`config.mk`:
```
export PLATFORM = sky130hd
export DESIGN_NAME = i2s_serial_tx
export DESIGN_NICKNAME = d
export VERILOG_FILES = /design/src/rtl/i2s_tx_pkg.sv /design/src/rtl/i2s_tx_fifo.sv /design/src/rtl/i2s_tx_framer.sv /design/src/rtl/i2s_tx_serializer.sv /design/src/rtl/i2s_serial_tx.sv
export SDC_FILE = /design/constraint.sdc
export NUM_CORES = 1
export LEC_CHECK = 0
export BUFFER_PORTS_ARGS = -buffer_cell sky130_fd_sc_hd__buf_2
export CAP_MARGIN = 20
export CORE_ASPECT_RATIO = 1.1
export CORE_UTILIZATION = 60
export DETAILED_ROUTE_END_ITERATION = 10
export PLACE_DENSITY = 0.8
export SLEW_MARGIN = 20
export SYNTH_ARGS = -nofsm -noshare
export SYNTH_HDL_FRONTEND = slang
export SYNTH_SLANG_ARGS = --single-unit
export TNS_END_PERCENT = 100
```
`constraint.sdc`:
```
create_clock -name clk -period 10.4 [get_ports clk]
set_clock_uncertainty 0.1 [all_clocks]
set_input_delay 0.52 -clock clk [delete_from_list [all_inputs] [get_ports clk]]
set_output_delay 0.52 -clock clk [all_outputs]
set_load 0.02 [all_outputs]
```
`src/rtl/i2s_tx_pkg.sv`:
```
package i2s_tx_pkg;

    localparam int SAMPLE_W = 24;
    localparam int PAD_W    = 8;
    localparam int WIDE_W   = SAMPLE_W + PAD_W;
    localparam int IDX_W    = $clog2(WIDE_W);

    typedef logic [SAMPLE_W-1:0] sample_t;
    typedef logic [IDX_W-1:0]    idx_t;

    typedef enum logic {CH_LEFT = 1'b0, CH_RIGHT = 1'b1} chan_e;

    typedef struct packed {
        sample_t left;
        sample_t right;
    } pair_t;

    typedef struct packed {
        logic ws_invert;
        logic lsb_first;
        logic left_justify;
        logic wide_slot;
        logic mono_en;
        logic mono_first;
        logic mono_dup;
        logic halt_on_empty;
    } cfg_t;

    function automatic idx_t last_idx(input logic wide);
        return wide ? idx_t'(WIDE_W - 1) : idx_t'(SAMPLE_W - 1);
    endfunction

    function automatic chan_e other_chan(input chan_e ch);
        return (ch == CH_LEFT) ? CH_RIGHT : CH_LEFT;
    endfunction

    function automatic logic ws_level(input chan_e ch, input logic inv);
        return (ch == CH_RIGHT) ^ inv;
    endfunction

    // Bit sent at slot position idx for sample s under the given format.
    function automatic logic slot_bit(input sample_t s, input idx_t idx, input cfg_t c);
        int   k;
        logic pad;
        k   = int'(idx);
        pad = 1'b0;
        if (c.wide_slot) begin
            if (c.left_justify) begin
                pad = (k >= SAMPLE_W);
            end else begin
                pad = (k < PAD_W);
                k   = k - PAD_W;
            end
        end
        if (pad) return 1'b0;
        if (c.lsb_first) return s[k];
        return s[SAMPLE_W-1-k];
    endfunction

endpackage

```
`src/rtl/i2s_tx_fifo.sv`:
```
module i2s_tx_fifo #(
    parameter int WIDTH = 48,
    parameter int DEPTH = 4
) (
    input  logic             clk,
    input  logic             rst,
    input  logic             wr_en,
    input  logic [WIDTH-1:0] wr_data,
    input  logic             rd_en,
    output logic [WIDTH-1:0] rd_data,
    output logic             empty,
    output logic             full
);
    localparam int AW = (DEPTH > 1) ? $clog2(DEPTH) : 1;
    localparam int CW = $clog2(DEPTH + 1);

    logic [WIDTH-1:0] mem [DEPTH];
    logic [AW-1:0]    wp, rp;
    logic [CW-1:0]    count;
    logic             do_wr, do_rd;

    assign do_wr   = wr_en && !full;
    assign do_rd   = rd_en && !empty;
    assign empty   = (count == '0);
    assign full    = (count == CW'(DEPTH));
    assign rd_data = mem[rp];

    always_ff @(posedge clk) begin
        if (do_wr) mem[wp] <= wr_data;
    end

    always_ff @(posedge clk) begin
        if (rst) begin
            wp    <= '0;
            rp    <= '0;
            count <= '0;
        end else begin
            if (do_wr) wp <= (wp == AW'(DEPTH - 1)) ? '0 : wp + 1'b1;
            if (do_rd) rp <= (rp == AW'(DEPTH - 1)) ? '0 : rp + 1'b1;
            case ({do_wr, do_rd})
                2'b10:   count <= count + 1'b1;
                2'b01:   count <= count - 1'b1;
                default: count <= count;
            endcase
        end
    end
endmodule

```
`src/rtl/i2s_tx_framer.sv`:
```
module i2s_tx_framer
    import i2s_tx_pkg::*;
(
    input  cfg_t    cfg,
    input  logic    have_data,
    input  pair_t   head,
    input  sample_t fill,
    output pair_t   frame
);
    sample_t valid_s, spare_s;

    always_comb begin
        valid_s = head.left;
        spare_s = cfg.mono_dup ? head.left : fill;
        if (!have_data) begin
            frame = '0;
        end else if (!cfg.mono_en) begin
            frame = head;
        end else if (cfg.mono_first) begin
            frame = '{left: valid_s, right: spare_s};
        end else begin
            frame = '{left: spare_s, right: valid_s};
        end
    end
endmodule

```
`src/rtl/i2s_tx_serializer.sv`:
```
module i2s_tx_serializer
    import i2s_tx_pkg::*;
#(
    parameter int CLK_DIV = 4
) (
    input  logic  clk,
    input  logic  rst,
    input  logic  start,
    input  cfg_t  cfg,
    input  logic  have_data,
    input  pair_t next_pair,
    output logic  pop,
    output logic  bclk,
    output logic  ws,
    output logic  sd
);
    localparam int CNT_W = (CLK_DIV > 2) ? $clog2(CLK_DIV) : 1;
    localparam logic [CNT_W-1:0] CNT_HALF = CNT_W'(CLK_DIV / 2 - 1);
    localparam logic [CNT_W-1:0] CNT_LAST = CNT_W'(CLK_DIV - 1);

    logic             waiting;
    logic [CNT_W-1:0] cnt;
    chan_e            ch, nch, after_ch;
    idx_t             idx, nidx, last;
    pair_t            cur;
    logic             tick, frame_end, may_launch, launch;

    always_comb begin
        last       = last_idx(cfg.wide_slot);
        tick       = !waiting && (cnt == CNT_LAST);
        frame_end  = (ch == CH_RIGHT) && (idx == last);
        may_launch = have_data || !cfg.halt_on_empty;
        launch     = start && may_launch && (waiting || (tick && frame_end));
        pop        = launch && have_data;
        nidx       = (idx == last) ? '0 : idx_t'(idx + 1'b1);
        nch        = (idx == last) ? other_chan(ch) : ch;
        after_ch   = (nidx == last) ? other_chan(nch) : nch;
    end

    always_ff @(posedge clk) begin
        if (rst || !start) begin
            waiting <= 1'b1;
            cnt     <= '0;
            bclk    <= 1'b0;
            ws      <= ws_level(CH_LEFT, cfg.ws_invert);
            sd      <= 1'b0;
            ch      <= CH_LEFT;
            idx     <= '0;
            cur     <= '0;
        end else if (launch) begin
            cur     <= next_pair;
            ch      <= CH_LEFT;
            idx     <= '0;
            sd      <= slot_bit(next_pair.left, '0, cfg);
            ws      <= ws_level(CH_LEFT, cfg.ws_invert);
            waiting <= 1'b0;
            cnt     <= '0;
            bclk    <= 1'b0;
        end else if (!waiting) begin
            if (tick) begin
                cnt  <= '0;
                bclk <= 1'b0;
                if (frame_end) begin
                    waiting <= 1'b1;
                end else begin
                    ch  <= nch;
                    idx <= nidx;
                    sd  <= slot_bit((nch == CH_LEFT) ? cur.left : cur.right, nidx, cfg);
                    ws  <= ws_level(after_ch, cfg.ws_invert);
                end
            end else begin
                cnt <= cnt + 1'b1;
                if (cnt == CNT_HALF) bclk <= 1'b1;
            end
        end
    end
endmodule

```
`src/rtl/i2s_serial_tx.sv`:
```
module i2s_serial_tx
    import i2s_tx_pkg::*;
#(
    parameter int FIFO_DEPTH = 4,
    parameter int CLK_DIV    = 4
) (
    input  logic                clk,
    input  logic                rst,
    input  logic                start,
    input  logic                ws_invert,
    input  logic                lsb_first,
    input  logic                left_justify,
    input  logic                wide_slot,
    input  logic                mono_en,
    input  logic                mono_first,
    input  logic                mono_dup,
    input  logic                halt_on_empty,
    input  logic [SAMPLE_W-1:0] mono_fill,
    input  logic                wr_en,
    input  logic [SAMPLE_W-1:0] wr_left,
    input  logic [SAMPLE_W-1:0] wr_right,
    output logic                fifo_full,
    output logic                bclk,
    output logic                ws,
    output logic                sd
);
    localparam int PAIR_W = $bits(pair_t);

    cfg_t              cfg;
    pair_t             wr_pair, head, frame;
    logic [PAIR_W-1:0] head_bits;
    logic              fifo_empty, pop;

    assign cfg = '{ws_invert: ws_invert, lsb_first: lsb_first,
                   left_justify: left_justify, wide_slot: wide_slot,
                   mono_en: mono_en, mono_first: mono_first,
                   mono_dup: mono_dup, halt_on_empty: halt_on_empty};
    assign wr_pair = '{left: wr_left, right: wr_right};
    assign head    = pair_t'(head_bits);

    i2s_tx_fifo #(.WIDTH(PAIR_W), .DEPTH(FIFO_DEPTH)) u_fifo (
        .clk(clk), .rst(rst), .wr_en(wr_en), .wr_data(wr_pair),
        .rd_en(pop), .rd_data(head_bits), .empty(fifo_empty), .full(fifo_full)
    );

    i2s_tx_framer u_framer (
        .cfg(cfg), .have_data(!fifo_empty), .head(head),
        .fill(mono_fill), .frame(frame)
    );

    i2s_tx_serializer #(.CLK_DIV(CLK_DIV)) u_ser (
        .clk(clk), .rst(rst), .start(start), .cfg(cfg),
        .have_data(!fifo_empty), .next_pair(frame), .pop(pop),
        .bclk(bclk), .ws(ws), .sd(sd)
    );
endmodule

```
==> results.json, run 1 <==
{
  "antenna_found_initial": 0,
  "post-cts-setup-buffers": 0,
  "hold_viol": 0,
  "ys_ff_latch": 261,
  "cts_sinks": 261,
  "core-area_mm2": 0.0179,
  "start_util_pct": 62.2,
  "wl_per_cell_um": 21.2,
  "synth_top_area_share_pct": 51.9,
  "post-dp-hpwl_um": 15400,
  "overflow": 0,
  "dp_cells": 1059,
  "gp_congestion": 0.894,
  "power_leakage_nw": 4.49,
  "grt_pass1_wl_um": 37100,
  "grt_max_degree": 50,
  "syn_inst": 767,
  "seq_area_frac_synth_pct": 64.1,
  "synth_top_area_cell": "edfxtp_1",
  "critPathKind": "register to register",
  "syn_area_mm2": 0.0112,
  "drcViolationCount": 0,
  "post-route-period-util_pct": 37.5,
  "synthArstFlopShare_pct": 0,
  "drive_gt1_share_pct": 25.3,
  "grt_use_total_pct": 25.0,
  "p_per_area_mw_per_mm2": 207,
  "endpoint_kind": "register",
  "area_delta_synth_final_pct": 13.8,
  "status": "completed",
  "die-area_mm2": 0.0191,
  "synth_ff_type": "edfxtp_1",
  "worstSkewPairLatency_ns": 0.52,
  "synth_nets": 865,
  "drt-total-wl_um": 23500,
  "slew_headroom_pct": 43.4,
  "grt_pass1_vias": 7057,
  "cts_buffer_depth": 3,
  "max_freq_ghz": 0.257,
  "worstMarginPinSlew_ns": 0.849,
  "cts_made_buffers": 26,
  "avgSynthCellArea_um2": 14.5,
  "tritoncts": "done",
  "vias": 6797,
  "dr.first_iter.drc_count": 481,
  "tns_ns": 0,
  "rsz0062_at_grt": "no",
  "ys_types": 54,
  "cts-root-buf": "clkbuf_16",
  "num_rows": 51,
  "setup_viol": 0,
  "yosys_warnings": 0,
  "path_clk_slew_ns": 0.07,
  "io_pins": 88,
  "antenna_cells": 0,
  "critPathRequiredTime_ns": 10.75,
  "synth_edf_count": 193,
  "cts_max_level": 1,
  "hold_class": "primary input to register",
  "num-nets-final": 948,
  "crit_fanout": 7,
  "min_period_ns": 3.90,
  "fin_cells": 1108,
  "drtAntennaViolNets": 0,
  "fp.dieH_um": 145,
  "synthTopCellsByArea": "edfxtp_1 (52%), dfxtp_1 (12%), mux4_2 (11%)",
  "crit_arrival_ns": 4.25,
  "cts_hold_buf": 0,
  "numPortBuffers": 87,
  "peakVddDrop_mv": 0.168,
  "drt_pass1_iterations": 5,
  "max_cap_viol_count": 0,
  "viasPerCell": 6.13,
  "die_w_um": 132,
  "ctsResizeCount": 0,
  "start_kind": "register",
  "slew_violations": 0
}
==> report_power, final <==
part | switching [mW] | total, mW | internal, mW | leakage [nW]
clock | 0.393 | 0.951 | 0.558 | 0.426
sequential | 0.0555 | 1.27 | 1.21 | 2.32
combinational | 0.218 | 0.404 | 0.185 | 1.74
==> per-layer routing <==
layer / track usage (%) / routed length (µm) / share of wire, % / vias up
met1: 32.8 / 9460 / 40 / 3393
met2: 43.6 / 12100 / 52 / 249
met3: 3.42 / 1400 / 6.0 / 47
met4: 7.15 / 525 / 2.2 / 0
met5: 0 / 0 / 0 / -
li1: - / - / - / 3108
==> cell type report <==
class,count,area [µm²]
clock buffers,29,693
clock inverters,19,196
fillers,1160,5230
inverters,16,60.1
multi-input cells,447,3750
flip-flops and latches,261,7160
well taps,238,298
repair buffers,98,538
==> through the flow <==
step	setup slack [ns]	utilization (%)	total power, mW	instance area (µm²)	hold WS [ns]
finish	6.50	70.8	2.62	12700	0.109
global placement	6.80	65.7	1.66	11800	0.339
global route	6.22	70.8	2.72	12700	0.0998
detailed placement	6.58	65.7	1.68	11800	0.347
CTS	6.56	70.7	2.63	12700	0.0965
floorplan	7.02	-	1.56	11200	0.317
==> critical path, cell delays in order (launching register included) <==
cell and delay [ns]:
dfxtp_1 0.41, ha_1 0.32, nand3_1 0.18, nor2_1 0.38, ha_1 0.25, a21oi_1 0.10, nand3b_1 0.29, or2_2 0.38
inv_1 0.07, ha_1 0.17, inv_1 0.07, fa_1 0.43, xor2_1 0.16, or3_1 0.33, a21oi_1 0.18
==> registers in the layout (all words and copies together) (netlist names), named ones only <==
signal,cells
u_fifo.count,3
u_fifo.mem,192
u_fifo.rp,2
u_fifo.wp,2
u_ser.bclk,1
u_ser.ch,1
u_ser.cnt,2
u_ser.cur,48
u_ser.idx,5
u_ser.sd,1
u_ser.waiting,1
u_ser.ws,1
==> kinds of logic after synthesis <==
logic type / count (synthesis) / share of synthesized area (%)
compound gates: 123 / 6.37
xor+xnor: 9 / 0.774
fa+ha+maj: 14 / 1.64
buf+inv: 59 / 2.37
flops: 261 / 64.1
mux: 132 / 18.1
simple gates: 169 / 6.66
==> synthesized netlist by cell type, types with 3 or more instances <==
cell type / instances
a41oi_1: 3
buf_1: 4
or3_1: 5
edfxtp_1: 193
mux4_2: 54
xor2_1: 5
or2_2: 3
inv_1: 15
nand2b_1: 4
o21ai_0: 57
dfxtp_1: 68
clkbuf_1: 21
buf_4: 3
a21oi_1: 18
mux2i_1: 67
nor2b_1: 3
mux2_1: 3
o21ai_1: 20
mux2_2: 7
a211oi_1: 4
xnor2_1: 3
o21a_1: 3
buf_2: 13
nand2_1: 91
nor3_1: 10
ha_1: 13
nor2_1: 28
and3_1: 6
nand3_1: 10
==> final timing paths <==
path | startpoint | endpoint | slack [ns] | cells past startpoint
max reg2reg | u_ser.idx[0]$_SDFFE_PP0P_ | u_fifo.count[2]$_SDFFE_PP0P_ | 6.50 | 14
max | u_ser.idx[0]$_SDFFE_PP0P_ | u_fifo.count[2]$_SDFFE_PP0P_ | 6.50 | 14
min | wr_left[19] | u_fifo.mem[2][43]$_DFFE_PP_ | 0.11 | 1
min reg2reg | u_ser.cur[19]$_SDFFE_PP0P_ | u_ser.cur[19]$_SDFFE_PP0P_ | 0.35 | 2
==> placed cells by master (no fill, tap or decap), drive strengths merged, types with 18 or more instances in the layout <==
cell,n
a21oi,18
buf,98
clkbuf,29
dfxtp,68
edfxtp,193
mux2i,67
mux4,54
nand2,91
nor2,28
o21ai,78
Note: power is estimated with default switching activity, not from simulation.
==> run 2: changes to the inputs <==
- CORE_UTILIZATION: 60 -> 54
- PLACE_DENSITY: 0.8 -> 0.76
- clock period: 10.4 -> 3.37 ns (I/O delays scaled with it)
==> results.json, run 2 (same netlist as run 1, synthesis figures left out) <==
{
  "status": "finished, violations left",
  "violations": "design-rule violations",
  "grt_pass1_wl_um": 36600,
  "max_freq_ghz": 0.316,
  "gp_congestion": 0.885,
  "worstPathCellList": "ha_2 -> nand3_2 -> nor2_4 -> ha_1 -> a21oi_1 -> nand3b_1 -> or2_2 -> inv_1 -> ha_1 -> inv_1 -> fa_1 -> xor2_1 -> or3_1 -> a21oi_2",
  "rsz0062_at_grt": "no",
  "fin_cells": 1208,
  "drcViolationCount": 4,
  "worstMarginPinSlew_ns": 0.815,
  "dp_cells": 1082,
  "setup_viol": 0,
  "overflow": 0,
  "fp.dieH_um": 153,
  "cts_max_level": 1,
  "crit_fanout": 5,
  "grt_pass1_vias": 7024,
  "max_stage_delay_ns": 0.43,
  "drt_pass1_iterations": 10,
  "start_kind": "register",
  "die_w_um": 139,
  "power_leakage_nw": 4.82,
  "core-area_mm2": 0.0201,
  "cts_sinks": 261,
  "place_area_mm2": 0.0119,
  "cts_buffer_depth": 3,
  "grt_max_degree": 49,
  "post-route-period-util_pct": 93.8,
  "area_delta_synth_final_pct": 21.0,
  "worstSkewPairLatency_ns": 0.52,
  "layout_commonest_cell": "edfxtp_1",
  "io_pins": 88,
  "tritoncts": "done",
  "dr.first_iter.drc_count": 481,
  "num_rows": 54,
  "peakVddDrop_mv": 0.548,
  "largest_reg_flops": 192,
  "drt-total-wl_um": 23000,
  "critPathKind": "register to register",
  "crit_arrival_ns": 3.52,
  "endpoint_kind": "register",
  "start_util_pct": 55.6,
  "die-area_mm2": 0.0212,
  "crit_slowest_cell": "fa_1",
  "min_period_ns": 3.16,
  "antenna_found_initial": 0,
  "drive_gt1_share_pct": 23.2,
  "crit_family": "simple AND/OR/NAND/NOR gates",
  "viasPerCell": 5.80,
  "cts-root-buf": "clkbuf_16",
  "tns_ns": 0,
  "cts_made_buffers": 27,
  "numPortBuffers": 87,
  "antenna_cells": 0,
  "worst-path-buf-inv": 2,
  "vias": 7002,
  "path_clk_slew_ns": 0.06,
  "final_cell_mix": "edfxtp_1 (193), nand2_1 (91), buf_2 (87)",
  "drtAntennaViolNets": 0,
  "post-dp-hpwl_um": 14300,
  "hold_viol": 0,
  "design_area_mm2": 0.0135,
  "wl_per_cell_um": 19.0,
  "regMostFlops": "u_fifo.mem",
  "top_regs": "u_fifo.mem (192), u_ser.cur (48), u_ser.idx (5)",
  "hold_class": "primary input to register",
  "p_per_area_mw_per_mm2": 584,
  "num-nets-final": 1036,
  "slew_headroom_pct": 45.7,
  "grt_use_total_pct": 22.3,
  "max_cap_viol_count": 0,
  "slew_violations": 0,
  "critPathRequiredTime_ns": 3.73
}
[run 2: timing repair]
item                       4_1_cts  5_1_grt
setup buffers                    0        1
hold endpoints to repair       240        0
hold buffers                    78        0
setup endpoints to repair        0        1
resized for setup                0        6
[run 2: path summary, 6_finish.rpt]
kind / startpoint / to / slack (ns) / cells after the start
setup / recovery: u_ser.idx[0]$_SDFFE_PP0P_ / u_fifo.count[2]$_SDFFE_PP0P_ / 0.21 / 14
hold / removal: lsb_first / u_ser.sd$_SDFFE_PP0P_ / 0.11 / 4
setup reg to reg: u_ser.idx[0]$_SDFFE_PP0P_ / u_fifo.count[2]$_SDFFE_PP0P_ / 0.21 / 14
hold reg to reg: u_ser.cur[1]$_SDFFE_PP0P_ / u_ser.cur[1]$_SDFFE_PP0P_ / 0.35 / 2
[run 2: routing by layer]
metal  share of wire (%)  routed length (µm)  vias to the layer above  global-route usage (%)
met5                   0                   0                        -                       0
met4                 3.3                 750                        0                    9.31
met3                 5.4                1250                       45                    3.24
met2                  49               11300                      239                    37.4
met1                  42                9730                     3436                    29.4
li1                    -                   -                     3282                       -
[run 2: worst register-to-register path: stages, from the launching register on]
cell and delay [ns]:
dfxtp_2 0.37, ha_2 0.20, nand3_2 0.14, nor2_4 0.14
ha_1 0.18, a21oi_1 0.10, nand3b_1 0.19, or2_2 0.32
inv_1 0.07, ha_1 0.17, inv_1 0.07, fa_1 0.43
xor2_1 0.16, or3_1 0.33, a21oi_2 0.15
[run 2: power breakdown]
group	total [mW]	internal, mW	switching (mW)
Combinational	1.30	0.637	0.660
Clock	2.68	1.54	1.13
Sequential	3.92	3.75	0.168
Total	7.89	5.93	1.96
[run 2: area by class of cell]
type                    instances  area (µm²)
clock buffers                  36         709
fillers                      1375        6560
repair buffers                185        1400
inverters                      16        60.1
multi-input cells             447        3770
flip-flops and latches        261        7160
well taps                     252         315
clock inverters                11        77.6
[run 2: through the flow]
step / util (%) / hold slack [ns] / setup WS, ns / power [mW]
finish: 67.3 / 0.113 / 0.209 / 7.89
global route: 67.3 / 0.112 / 0.0142 / 8.22
CTS: 67.2 / 0.0923 / 0.128 / 7.92
detailed placement: 59.4 / 0.287 / 0.170 / 5.20
global placement: 59.4 / 0.284 / 0.299 / 5.17
floorplan: - / 0.167 / 0.0788 / 4.81
